--- src/rtl/countdown_timer.sv ---
module countdown_timer #(
  parameter int ADDR_W = 8,
  parameter int DATA_W = 32
) (
  input  logic              clk,
  input  logic              rst_n,
  input  logic              tick_en,
  input  logic              bus_wr,
  input  logic              bus_rd,
  input  logic [ADDR_W-1:0] bus_addr,
  input  logic [3:0]        bus_be,
  input  logic [31:0]       bus_wdata,
  output logic [31:0]       bus_rdata,
  output logic              bus_err,
  output logic              irq
);
  localparam int RELOAD_BIT = 0;
  localparam int START_BIT  = 2;
  localparam logic [1:0] OFS_STAT = 2'd0;
  localparam logic [1:0] OFS_CTRL = 2'd1;
  localparam logic [1:0] OFS_RLD  = 2'd2;
  localparam logic [1:0] OFS_CNT  = 2'd3;

  logic [DATA_W-1:0] status_q, ctrl_q, period_q, cnt_q, cnt_nxt;
  logic [1:0] sel;
  logic access, map_ok, bad, wr_ok, rd_ok, tick_go;

  assign sel     = bus_addr[3:2];
  assign access  = bus_wr | bus_rd;
  assign map_ok  = (bus_addr[1:0] == 2'b00) && (bus_addr[ADDR_W-1:4] == '0);
  assign bad     = access && (!(&bus_be) || !map_ok || (bus_wr && sel == OFS_CNT));
  assign wr_ok   = bus_wr && !bad;
  assign rd_ok   = bus_rd && !bad;
  assign tick_go = tick_en && ctrl_q[START_BIT];

  always_comb begin
    cnt_nxt = cnt_q;
    if (tick_go) begin
      if (cnt_q != '0)
        cnt_nxt = cnt_q - 1'b1;
      else if (ctrl_q[RELOAD_BIT])
        cnt_nxt = period_q;
    end
  end

  always_ff @(posedge clk or negedge rst_n) begin
    if (!rst_n) begin
      status_q <= '0;
      ctrl_q   <= '0;
      period_q <= '0;
    end else if (wr_ok) begin
      case (sel)
        OFS_STAT: status_q <= bus_wdata[DATA_W-1:0];
        OFS_CTRL: ctrl_q   <= bus_wdata[DATA_W-1:0];
        OFS_RLD:  period_q <= bus_wdata[DATA_W-1:0];
        default: ;
      endcase
    end
  end

  always_ff @(posedge clk or negedge rst_n) begin
    if (!rst_n) begin
      cnt_q <= '0;
      irq   <= 1'b0;
    end else begin
      cnt_q <= cnt_nxt;
      if (tick_en)
        irq <= (cnt_nxt == '0) && ctrl_q[RELOAD_BIT];
    end
  end

  always_ff @(posedge clk or negedge rst_n) begin
    if (!rst_n) begin
      bus_rdata <= '0;
      bus_err   <= 1'b0;
    end else begin
      bus_err <= bad;
      if (rd_ok) begin
        case (sel)
          OFS_STAT: bus_rdata <= status_q;
          OFS_CTRL: bus_rdata <= ctrl_q;
          OFS_RLD:  bus_rdata <= period_q;
          default:  bus_rdata <= cnt_q;
        endcase
      end else begin
        bus_rdata <= '0;
      end
    end
  end
endmodule


--- config.mk ---
export PLATFORM = sky130hd
export DESIGN_NAME = countdown_timer
export DESIGN_NICKNAME = d
export VERILOG_FILES = /design/src/rtl/countdown_timer.sv
export SDC_FILE = /design/constraint.sdc
export NUM_CORES = 1
export LEC_CHECK = 0
export BUFFER_PORTS_ARGS = -buffer_cell sky130_fd_sc_hd__buf_2
export CAP_MARGIN = 10
export CORE_MARGIN = 1
export CORE_UTILIZATION = 51
export CTS_BUF_LIST = sky130_fd_sc_hd__clkbuf_4 sky130_fd_sc_hd__clkbuf_8 sky130_fd_sc_hd__clkbuf_16
export DETAILED_ROUTE_END_ITERATION = 8
export GPL_TIMING_DRIVEN = 0
export PLACE_DENSITY_LB_ADDON = 0.15
export SYNTH_ARGS = -nofsm -noshare
export SYNTH_HDL_FRONTEND = slang
export SYNTH_SLANG_ARGS = --single-unit
--- constraint.sdc ---
create_clock -name clk -period 6.65 [get_ports clk]
set_input_delay 0.665 -clock clk [delete_from_list [all_inputs] [get_ports clk]]
set_output_delay 0.665 -clock clk [all_outputs]
set_load 0.005 [all_outputs]
Word level (Yosys, flattened, before mapping)
Index checks and enable logic that the tools add are counted.

storage, ports and cells
  input bits = 49
  logic and storage cells = 38
  bits in registers = 162
  output and inout port bits = 34

cells by class
  reduce and logical (&&, ||, !) cells = 21
  multiplexer cells = 5
  eq/ne operators = 3
  $add $sub $neg = 1
  bitwise gates (word level) = 1

operators with widths
  cell                     count
  $mux W32                 4
  $pmux W32 S3             1
  $logic_not A32 Y1        1
  $reduce_bool A32 Y1      1
  $sub A32 B1 Y32 const B  1
  $logic_and A1 B1 Y1      7
  $reduce_and A2 Y1        3
  $eq A2 B2 Y1 const B     2
  $logic_not A2 Y1         2
  $logic_not A4 Y1         1
  $reduce_and A4 Y1        1
  $logic_not A1 Y1         3
  $eq A2 B1 Y1 const B     1
  $logic_or A1 B1 Y1       2
  $or A1 B1 Y1             1

Longest topological paths before layout
Gate-level depths: netlist of run 1.

  word-level depth = 9
  mapped depth = 13
  depth with buffers taken out = 10

Least setup slack after synthesis of run 1
No wires, ideal clock.

  kind = flip-flop to flip-flop
  from = register cnt_q[0]
  to = register irq
  setup slack = 3842 ps
  cell stages (with the launch flop) = 13
  path buffers = 2
  arrival time = 2705 ps
  period minus slack after synthesis = 2808 ps
  cells stage by stage = dfrtp_1 -> clkbuf_1 -> inv_1 -> ha_1 -> nor4b_1 -> and4_1 -> buf_4 -> nand3_2 -> a21oi_1 -> o22ai_1 -> or4_1 -> nand4b_1 -> o41ai_2

on the way
  cells in the longest elaborated chain, start to end = 5
  elaborated cells on any way between the ends = 7

ends and longest elaborated chain
  what                                                    line    RTL
  start: declaration                                      24      logic [DATA_W-1:0] status_q, ctrl_q, period_q, cnt_q, cnt_nxt;
  start signal: assignment                                66      cnt_q <= cnt_nxt;
  $sub A32 B1 Y32 or $reduce_bool A32 Y1 (tied branches)  40, 39
  $mux W32 *                                              39      if (cnt_q != '0)
  $mux W32 *                                              38      if (tick_go) begin
  named net cnt_nxt[11]                                   24
  $logic_not A32 Y1 *                                     68      irq <= (cnt_nxt == '0) && ctrl_q[RELOAD_BIT];
  $logic_and A1 B1 Y1 *                                   68
  end signal: assignment                                  68
  end: declaration                                        15      output logic irq

The timed path passes the listed nets; every way through them passes the cells marked *.
A chain may end at the register's enable or synchronous reset.

Final worst setup path of run 1
  from = register cnt_q[29]
  to = register irq

on the way
  cells in the longest elaborated chain, start to end = 5
  elaborated cells on any way between the ends = 7

ends and longest elaborated chain
  what                                           line  RTL
  $sub A32 B1 Y32, or another cell as far along  40    cnt_nxt = cnt_q - 1'b1;
  $mux W32                                       39
  $mux W32 *                                     38
  $logic_not A32 Y1 *                            68
  $logic_and A1 B1 Y1 *                          68

Mark *: on every way between the ends. The rest lies on a longest branch, timed or not.

==> results of run 1 <==
final timing paths:
path | to | cells after the start | slack (ns)
worst max-delay path | irq$_DFFE_PN0P_ | 9 | 2.77
worst min-delay path | bus_rdata[6]$_DFF_PN0_ | 1 | 0.25
worst max register to register | irq$_DFFE_PN0P_ | 9 | 2.77
worst min register to register | status_q[6]$_DFFE_PN0P_ | 1 | 0.49
max in group asynchronous | period_q[18]$_DFFE_PN0P_ | 2 | 5.54
min in group clk | status_q[20]$_DFFE_PN0P_ | 2 | 0.47
sequential cells by signal (all words and copies together) (netlist names):
register and flops:
bus_err 1, bus_rdata 32, cnt_q 32, ctrl_q 32
irq 1, period_q 32, status_q 32
metrics by stage:
| stage | instance area (um2) | instances | power (mW) |
|---|---|---|---|
| floorplan | 8056 | 642 | 1.091 |
| global placement | 8721 | 933 | 1.151 |
| detailed placement | 8755 | 934 | 1.157 |
| CTS | 9333 | 965 | 2.118 |
| global route | 9333 | 965 | 2.166 |
| finish | 9333 | 965 | 2.109 |
worst max-delay path, stage by stage (launching register included):
cell and delay (ns):
dfrtp_1 0.47, nor4_2 0.69, and4_1 0.42, nand3_1 0.27, clkbuf_1 0.39, o211ai_1 0.50
o2111ai_1 0.20, nor4_1 0.37, nand4b_1 0.24, o41ai_2 0.25
where the power goes:
group	total [mW]	internal, mW	switching (mW)
logic	0.141	0.0527	0.0881
clock network	0.970	0.566	0.404
registers	0.998	0.991	0.00678
total	2.11	1.61	0.499
cell type report:
cell class                      instances  area (um2)
Timing Repair Buffer                   81       434.2
Buffer                                 47       211.5
Tap cell                              211       264.0
Multi-Input combinational cell        419        3739
Clock buffer                           23       501.7
Fill cell                            1256        5982
Clock inverter                          8       76.32
Inverter                               14       52.55
Sequential cell                       162        4054
logic make-up after synthesis:
kind of cell / synth area share [%]
AND/OR/NAND/NOR: 14.71
multiplexers: 23.30
flip-flops: 50.32
adder cells (fa/ha/maj): 0.3106
AO/OA/AOI/OAI: 7.874
buffers and inverters: 3.277
XOR/XNOR: 0.2175
metal layers:
layer | routed length, um | up-vias
li1 | - | 2662
met1 | 9675 | 3028
met2 | 10280 | 254
met3 | 1447 | 62
met4 | 645 | 0
met5 | 0 | -
cells in the mapped netlist, drive strengths merged, types with 2 or more instances:
cell,count
dfrtp,162
mux2,100
and3,36
mux4,32
clkbuf,27
nand2,26
nor2,24
nand3,22
buf,20
nor4,19
nor3,17
o21ai,15
a21oi,14
inv,14
nand4,12
o22ai,10
a31oi,8
or4,8
o31ai,7
and4,5
nand4b,5
o211ai,5
a211oi,4
or3,4
a22o,3
and2,3
mux2i,3
o211a,3
a221o,2
a22oi,2
a32o,2
ha,2
nor3b,2
o41ai,2
xor2,2
==> summary.md, run 1 <==
| Metric | Value |
|---|---|
| Setup TNS | `0 ns` |
| Number of global-route vias before repair | `a little over 6000` |
| Hold Crit Class | `input port to asynchronous set/reset pin` |
| Die height | `between 100 and 150 um` |
| Maximum vdd drop | `between 0.00015 and 0.0002 V` |
| Number of DRC markers in iteration 0 | `around 480` |
| First-pass GRT wire length | `~34 mm` |
| P_leak | `roughly 4.6 nW` |
| Unrepaired setup endpoints after global routing | `false` |
| IO Count | `a little over 80` |
| Detail Route Antenna Nets | `0` |
| Peak fanout along the critical path | `10` |
| Outcome | `finished, final reports clean` |
| Synth area leaders | `dfrtp_1 (50%), mux2_2 (12%), mux4_2 (8.9%), and3_1 (2.7%), mux2_1 (1.5%)` |
| Register area share after synthesis | `roughly half` |
| Setup bufs post-CTS | `0` |
| Gr ovfl total | `0` |
| Syn Inst Count | `642` |
| Worst hold slack | `roughly 0.25 ns` |
| Synth area leader | `dfrtp_1` |
| FP Rows | `45` |
| Setup Crit Path Kind | `flop to flop` |
| Detailed Place HPWL | `15.57 mm` |
| Syn nets | `approximately 690` |
| Final setup fails | `0` |
| Max Freq | `roughly 260 MHz` |
| Worst Slack Setup Final | `between 2 and 3 ns` |
| Crit share post-route | `about three fifths` |
| M2 GR Usage | `45.19%` |
| First-pass DRT Iterations | `5` |
| Share of cells above drive strength 1 | `between 30% and 40%` |
| CTS tree | `built` |
| Core area | `about 15000 um2` |
| Clk_lat worst skew | `between 0.4 and 0.5 ns` |
| DR WL/cell | `22.85 um` |
| Initial Utilization | `between 50 and 60%` |
| Met1 usage | `between 30% and 40%` |
| Post-CTS resize count | `0` |
| Chip width | `around 130 um` |
| Fin crit period | `between 3 and 4 ns` |
| Nets@finish | `between 700 and 800` |
| RD Place Congestion | `about 0.91` |
| Top-area cell type share of the netlist area | `50.32%` |
| Critical Path AT | `between 4 and 5 ns` |
| Hold Vio Cnt, Final | `0` |
| Die ar. | `16300 um2` |
| Clk slew on worst S/H paths | `0.06 ns` |
| Mapped Area | `just over 8000 um2` |
| PortBufs | `80` |
| GRT busiest layer | `met2` |
| Vias post-DR | `around 6000` |
| Commonest non-fill, non-tap cell in the layout | `dfrtp_1` |
| Max_cap viols | `0` |
| Routed wire length | `about 22 mm` |
| Pre-CTS setup slack | `between 2 and 3 ns` |
| Vias per cell | `~6.2` |
| Max-slew headroom | `34.65%` |
| Syn avg cell area | `12.55 um2` |
| Most frequent cells in the layout | `dfrtp_1 (162), mux2_2 (89), buf_2 (88)` |
| Crit. Startpoint | `cnt_q[29]$_DFF_PN0_` |
| Synthesis Warnings | `0` |
| Clock skew | `about 0.013 ns` |
| Met3 Use GR | `6.594%` |
| Reg-to-Reg Start | `cnt_q[29]$_DFF_PN0_` |
| Top FF cell, synth | `dfrtp_1` |
| Clock sinks | `around 160` |
| Syn-to-layout area delta | `15.84%` |
| Num CTS Buffers | `17` |
| Initial antenna violation count | `0` |
| Worst-margin pin slew | `~1 ns` |
| Crit path required time | `6.98 ns` |
| Power per cell area | `approximately 230 nW/um2` |
| Diode count | `0` |
| Largest net degree at the start of global routing | `87` |
| CTS max path bufs | `2` |
| Yosys reg bits | `between 150 and 200` |
| Max Slew Vio Count | `0` |
| Setup crit start kind | `flop` |
| Post-synth EDFFs | `0` |
| Post-route DRC violation count | `0` |
| Worst setup EP type | `flop` |
| Htree depth | `4` |
| Hold buffer count at CTS | `0` |
| Final core area utilization | `between 60 and 70%` |
| Yosys cell types | `74` |
| Gr usage total | `28.60%` |
| Post-synth ARST share | `between 90% and 100%` |
| CTS root buf | `clkbuf_16` |
Power figures use the tool's default switching activity.
==> run 2, diff against run 1 <==
- clock period: 6.65 -> 3.8 ns (I/O delays scaled with it)
==> summary.md, run 2 (synthesized netlist as in run 1, its figures left out) <==
| Metric | Value |
|---|---|
| Max Slew Vio Count | `0 (unchanged)` |
| Final setup fails | `0 (unchanged)` |
| Clock skew | `0.01511 ns (+0.002320 ns)` |
| First-pass DRT Iterations | `6 (+1)` |
| Hold Vio Cnt, Final | `37 (+37)` |
| CTS tree | `built` |
| Setup Crit Path Kind | `flop to flop` |
| Crit path required time | `4.13 ns (-2.85 ns)` |
| Placed insts | `934 (unchanged)` |
| Setup crit start kind | `flop` |
| Gr ovfl total | `0 (unchanged)` |
| Max-slew headroom | `33.64% (-1.0 points)` |
| Nets@finish | `792 (-0.13%)` |
| Maximum vdd drop | `0.0003119 V (+70%)` |
| First-pass GRT wire length | `34.33 mm (unchanged)` |
| CTS root buf | `clkbuf_16` |
| Share of cells above drive strength 1 | `35.86% (+0.31 points)` |
| Htree depth | `4 (unchanged)` |
| Finished Layout Cells | `964 (-0.10%)` |
| Routed wire length | `22.00 mm (-0.24%)` |
| Clk slew on worst S/H paths | `0.06 ns (about the same)` |
| Sequential power share | `47.5% (+0.2 points)` |
| DR WL/cell | `22.82 um (-0.13%)` |
| Total power | `3.680 mW (+74%)` |
| PortBufs | `80 (unchanged)` |
| Post-route cell area | `9348 um2 (+0.16%)` |
| Final core area utilization | `61.04% (+0.098 points)` |
| FP Rows | `45 (unchanged)` |
| Syn-to-layout area delta | `16.03%` |
| Post-Place Cell Area | `8755 um2 (unchanged)` |
| Vias post-DR | `6009 (+0.050%)` |
| Outcome | `finished with violations` |
| Sw Share | `23.43% (-0.24 points)` |
| Setup bufs post-CTS | `0 (unchanged)` |
| Fin crit period | `3.655 ns (-0.2299 ns)` |
| Psw | `0.8623 mW (+73%)` |
| Die height | `127.7 um (unchanged)` |
| Combinational group share of total power | `6.7% (about the same)` |
| Detail Route Antenna Nets | `0 (unchanged)` |
| Crit share post-route | `96.19% (+38 points)` |
| Worst setup EP type | `flop` |
| Largest net degree at the start of global routing | `87 (unchanged)` |
| Core area | `15310 um2 (unchanged)` |
| Initial Utilization | `52.61% (unchanged)` |
| P_leak | `4.597 nW (+0.20%)` |
| IO Count | `83 (unchanged)` |
| Worst-margin pin slew | `0.9954 ns (+0.01519 ns)` |
| Number of DRC markers in iteration 0 | `436 (-9.5%)` |
| Filler instances | `1254 (-0.16%)` |
| Gr usage total | `28.60% (unchanged)` |
| RD Place Congestion | `0.9099 (unchanged)` |
| Max_cap viols | `0 (unchanged)` |
| Post-route DRC violation count | `0 (unchanged)` |
| Peak fanout along the critical path | `10 (unchanged)` |
| Clk_lat worst skew | `0.44 ns (about the same)` |
| Critical Path AT | `3.98 ns (-0.24 ns)` |
| Diode count | `0 (unchanged)` |
| Power per cell area | `393.7 nW/um2 (+74%)` |
| Vias per cell | `6.233 (+0.15%)` |
| Initial antenna violation count | `0 (unchanged)` |
| CTS max path bufs | `2 (unchanged)` |
| Chip width | `127.7 um (unchanged)` |
| Commonest non-fill, non-tap cell in the layout | `dfrtp_1` |
| Unrepaired setup endpoints after global routing | `false` |
| Most frequent cells in the layout | `dfrtp_1 (162), mux2_2 (89), buf_2 (88)` |
| Max Freq | `273.6 MHz (+6.3%)` |
| Number of global-route vias before repair | `6105 (unchanged)` |
| Clock power frac | `45.8% (-0.2 points)` |
| Clock sinks | `162 (unchanged)` |
| Num CTS Buffers | `17 (unchanged)` |
| P_int | `2.818 mW (+75%)` |
| Detailed Place HPWL | `15.57 mm (unchanged)` |
| Failing checks | `negative hold slack` |
| Hold Crit Class | `input port to asynchronous set/reset pin` |
| Worst hold slack | `-0.03042 ns (-0.2816 ns)` |
| Die ar. | `16300 um2 (unchanged)` |
## run 2: cell count changes in the layout (fill, tap and decap cells not counted)
cell,delta
nor2b_2,+1
nor4_4,+1
clkbuf_1,-2
nor4_2,-1
nor3_4,+1
nor3_2,-1
nor2b_1,-1
clkbuf_2,+1
## run 2: layer usage
metal,wire length (um),up-vias,track usage (%),part of all wire [%]
met1,9612,3060,38.76,44
li1,-,2657,-,-
met3,1395,47,6.594,6.3
met4,557,0,10.87,2.5
met2,10430,245,45.19,47
met5,0,-,0,0
## run 2: area by class of cell
class	instances	area (um2)	share of cell area (%)
sequential	162	4054	43.37
multi-input combinational	419	3756	40.18
inverter	14	52.55	0.5622
tap	211	264.0	2.824
timing repair buffer	81	434.2	4.645
clock buffer	23	501.7	5.367
buffer	46	209.0	2.235
clock inverter	8	76.32	0.8165
## run 2: stage by stage
stage               hold WS [ns]  TNS (ns)  setup WS (ns)
floorplan                0.08441         0         0.9917
global placement          0.4647  -0.06748       -0.06748
detailed placement        0.4637         0        0.01815
CTS                     0.001429         0       0.004605
global route             0.02897         0       0.001124
finish                  -0.03042         0         0.1449
## run 2: path summary, 6_finish.rpt
kind,start,slack (ns),cells after the start,to
worst max register to register,cnt_q[22]$_DFF_PN0_,0.14,11,irq$_DFFE_PN0P_
worst max-delay path,cnt_q[22]$_DFF_PN0_,0.14,11,irq$_DFFE_PN0P_
max in group asynchronous,rst_n,2.97,2,ctrl_q[17]$_DFFE_PN0P_
min in group clk,bus_wdata[5],0.19,2,status_q[5]$_DFFE_PN0P_
worst min-delay path,rst_n,-0.03,1,bus_rdata[6]$_DFF_PN0_
worst min register to register,status_q[6]$_DFFE_PN0P_,0.49,1,status_q[6]$_DFFE_PN0P_
## run 2: critical path, stage by stage, from the launching register on
cell and delay [ns]:
dfrtp_1 0.35, buf_2 0.18, nor4_1 0.47, and4_1 0.25, buf_2 0.17, nand3_1 0.25, clkbuf_2 0.35, o211ai_1 0.49
o2111ai_1 0.20, nor4_1 0.35, nand4b_1 0.23, o41ai_2 0.25
## run 2: power groups by stage
stage | Combinational [mW] | Clock [mW] | Sequential (mW)
after floorplan | 0.134 | 0 | 1.77
after global placement | 0.237 | 0 | 1.78
after detailed placement | 0.246 | 0 | 1.78
after CTS | 0.247 | 1.71 | 1.75
after global routing | 0.268 | 1.77 | 1.75
final | 0.245 | 1.69 | 1.75
## run 2: what timing repair did
item,4_1_cts,5_1_grt
hold buffers,0,0
hold endpoints to repair,0,0
resized for setup,0,5
setup endpoints to repair,0,1
==> run 3, diff against run 2 <==
- CORE_ASPECT_RATIO: unset -> 0.5
==> summary.md, run 3 (synthesized netlist as in run 1, its figures left out) <==
| Metric | Value |
|---|---|
| Outcome | `finished with violations` |
| Failing checks | `design-rule violations` |
| Power per cell area | `403.9 nW/um2 (+2.6%)` |
| Crit share post-route | `96.71% (+0.52 points)` |
| Routed wire length | `21.79 mm (-0.93%)` |
| CTS max path bufs | `2 (unchanged)` |
| Finished Layout Cells | `958 (-0.62%)` |
| Setup bufs post-CTS | `0 (unchanged)` |
| Vias post-DR | `6066 (+0.95%)` |
| Detailed Place HPWL | `15.44 mm (-0.83%)` |
| Hold Crit Class | `input port to flop` |
| Initial Utilization | `52.26% (-0.34 points)` |
| Placed insts | `927 (-0.75%)` |
| Core area | `15410 um2 (+0.65%)` |
| IO Count | `83 (unchanged)` |
| Most frequent cells in the layout | `dfrtp_1 (162), mux2_2 (89), buf_2 (88)` |
| Number of global-route vias before repair | `5865 (-3.9%)` |
| FP Rows | `32 (-29%)` |
| Hold Vio Cnt, Final | `0 (-100%)` |
| Final setup fails | `0 (unchanged)` |
| Psw | `0.9168 mW (+6.3%)` |
| Worst-margin pin slew | `0.9398 ns (-0.05556 ns)` |
| Diode count | `0 (unchanged)` |
| RD Place Congestion | `0.9168 (+0.76%)` |
| Total power | `3.796 mW (+3.1%)` |
| Largest net degree at the start of global routing | `93 (+6.9%)` |
| Clk_lat worst skew | `0.42 ns (-0.02 ns)` |
| Crit path required time | `4.12 ns (about the same)` |
| Filler instances | `1267 (+1.0%)` |
| Critical Path AT | `3.99 ns (about the same)` |
| Detail Route Antenna Nets | `0 (unchanged)` |
| Post-route DRC violation count | `9 (+9)` |
| Chip width | `179.7 um (+41%)` |
| Combinational group share of total power | `6.5% (-0.2 points)` |
| Die ar. | `16330 um2 (+0.19%)` |
| Num CTS Buffers | `17 (unchanged)` |
| Clock sinks | `162 (unchanged)` |
| Clk slew on worst S/H paths | `0.07 ns (about the same)` |
| Clock power frac | `47.5% (+1.7 points)` |
| P_int | `2.879 mW (+2.2%)` |
| Max_cap viols | `0 (unchanged)` |
| Commonest non-fill, non-tap cell in the layout | `dfrtp_1` |
| Htree depth | `4 (unchanged)` |
| Setup crit start kind | `flop` |
| Share of cells above drive strength 1 | `36.34% (+0.48 points)` |
| PortBufs | `80 (unchanged)` |
| CTS root buf | `clkbuf_16` |
| Register-to-register setup slack | `0.13 ns (-0.02 ns)` |
| First-pass DRT Iterations | `7 (+1)` |
| Initial antenna violation count | `1 (+1)` |
| Peak fanout along the critical path | `10 (unchanged)` |
| Number of DRC markers in iteration 0 | `700 (+61%)` |
| Unrepaired setup endpoints after global routing | `false` |
| Max Slew Vio Count | `0 (unchanged)` |
| CTS tree | `built` |
| DR WL/cell | `22.75 um (-0.31%)` |
| Gr ovfl total | `0 (unchanged)` |
| Worst setup EP type | `flop` |
| Fin crit period | `3.675 ns (+0.01981 ns)` |
| Maximum vdd drop | `0.0003149 V (+0.98%)` |
| Nets@finish | `793 (+0.13%)` |
| Syn-to-layout area delta | `16.65%` |
| Sw Share | `24.15% (+0.72 points)` |
| P_leak | `4.607 nW (+0.20%)` |
| Max Freq | `272.1 MHz (-0.54%)` |
| Max-slew headroom | `37.34% (+3.7 points)` |
| Clock skew | `0.008924 ns (-0.006181 ns)` |
| Vias per cell | `6.332 (+1.6%)` |
| First-pass GRT wire length | `34.73 mm (+1.2%)` |
| Die height | `90.88 um (-29%)` |
| Setup Crit Path Kind | `flop to flop` |
| Sequential power share | `46.0% (-1.5 points)` |
| Gr usage total | `28.45% (-0.15 points)` |
==> run 3: cell count changes in the layout (fill, tap and decap cells not counted), sizes merged <==
| cell | previous run | this run |
|---|---|---|
| clkbuf | 49 | 44 |
| clkinv | 3 | 0 |
| clkinvlp | 3 | 6 |
| inv | 15 | 18 |
| bufinv | 1 | 3 |
| dlygate4sd3 | 0 | 1 |
==> run 3: per-layer routing <==
metal	vias up	GRT usage [%]	share of wire, %
li1	2663	-	-
met2	269	39.17	41
met4	0	7.184	1.5
met1	3101	44.56	49
met5	-	0	0
met3	33	6.694	8.0
==> run 3: layout make-up <==
class / instances / area, um2 / share of cell area, %
flip-flops and latches: 162 / 4054 / 43.14
multi-input cells: 419 / 3771 / 40.13
repair buffers: 82 / 447.9 / 4.766
clock buffers: 18 / 432.9 / 4.607
well taps: 204 / 255.2 / 2.716
plain buffers: 46 / 209.0 / 2.223
clock inverters: 13 / 175.2 / 1.864
inverters: 14 / 52.55 / 0.5592
==> run 3: repair_timing <==
| item | CTS | global route |
|---|---|---|
| setup endpoints to repair | 0 | 1 |
| hold endpoints to repair | 70 | 0 |
| hold buffers | 1 | 0 |
| resized for setup | 0 | 8 |
==> run 3: through the flow <==
stage          hold WS, ns  utilization [%]  TNS [ns]  setup slack, ns  cell area, um2
3_5_place_dp        0.3771            56.76         0          0.09116            8750
6_report            0.2050            60.97         0           0.1251            9398
5_1_grt             0.2046            60.97         0          0.04286            9398
2_1_floorplan      0.08441                -         0           0.9917            8056
4_1_cts             0.2001            60.77         0          0.07572            9368
3_3_place_gp        0.4639            56.52    -22.16          -0.1553            8712
==> run 3: path summary, 6_finish.rpt <==
| kind | cells after the start | start | endpoint |
|---|---|---|---|
| max | 9 | cnt_q[25]$_DFF_PN0_ | irq$_DFFE_PN0P_ |
| min | 2 | bus_wdata[20] | status_q[20]$_DFFE_PN0P_ |
| max reg2reg | 9 | cnt_q[25]$_DFF_PN0_ | irq$_DFFE_PN0P_ |
| min reg2reg | 1 | status_q[20]$_DFFE_PN0P_ | status_q[20]$_DFFE_PN0P_ |
| max in group asynchronous | 3 | rst_n | status_q[9]$_DFFE_PN0P_ |
| min in group asynchronous | 2 | rst_n | bus_rdata[1]$_DFF_PN0_ |
==> run 3: power groups by stage <==
| stage | Combinational, mW | Clock (mW) | Sequential [mW] |
|---|---|---|---|
| floorplan | 0.134 | 0 | 1.77 |
| CTS | 0.249 | 1.82 | 1.75 |
| global placement | 0.240 | 0 | 1.78 |
| detailed placement | 0.248 | 0 | 1.78 |
| finish | 0.247 | 1.80 | 1.75 |
| global route | 0.273 | 1.91 | 1.75 |
==> run 3: critical path: stages, from the launching register on <==
cell	delay, ns
dfrtp_1	0.48
nor3_1	0.51
and4_1	0.42
nand3_1	0.26
clkbuf_2	0.31
o211ai_1	0.46
o2111ai_1	0.19
nor4_1	0.38
nand4b_1	0.31
o41ai_2	0.26
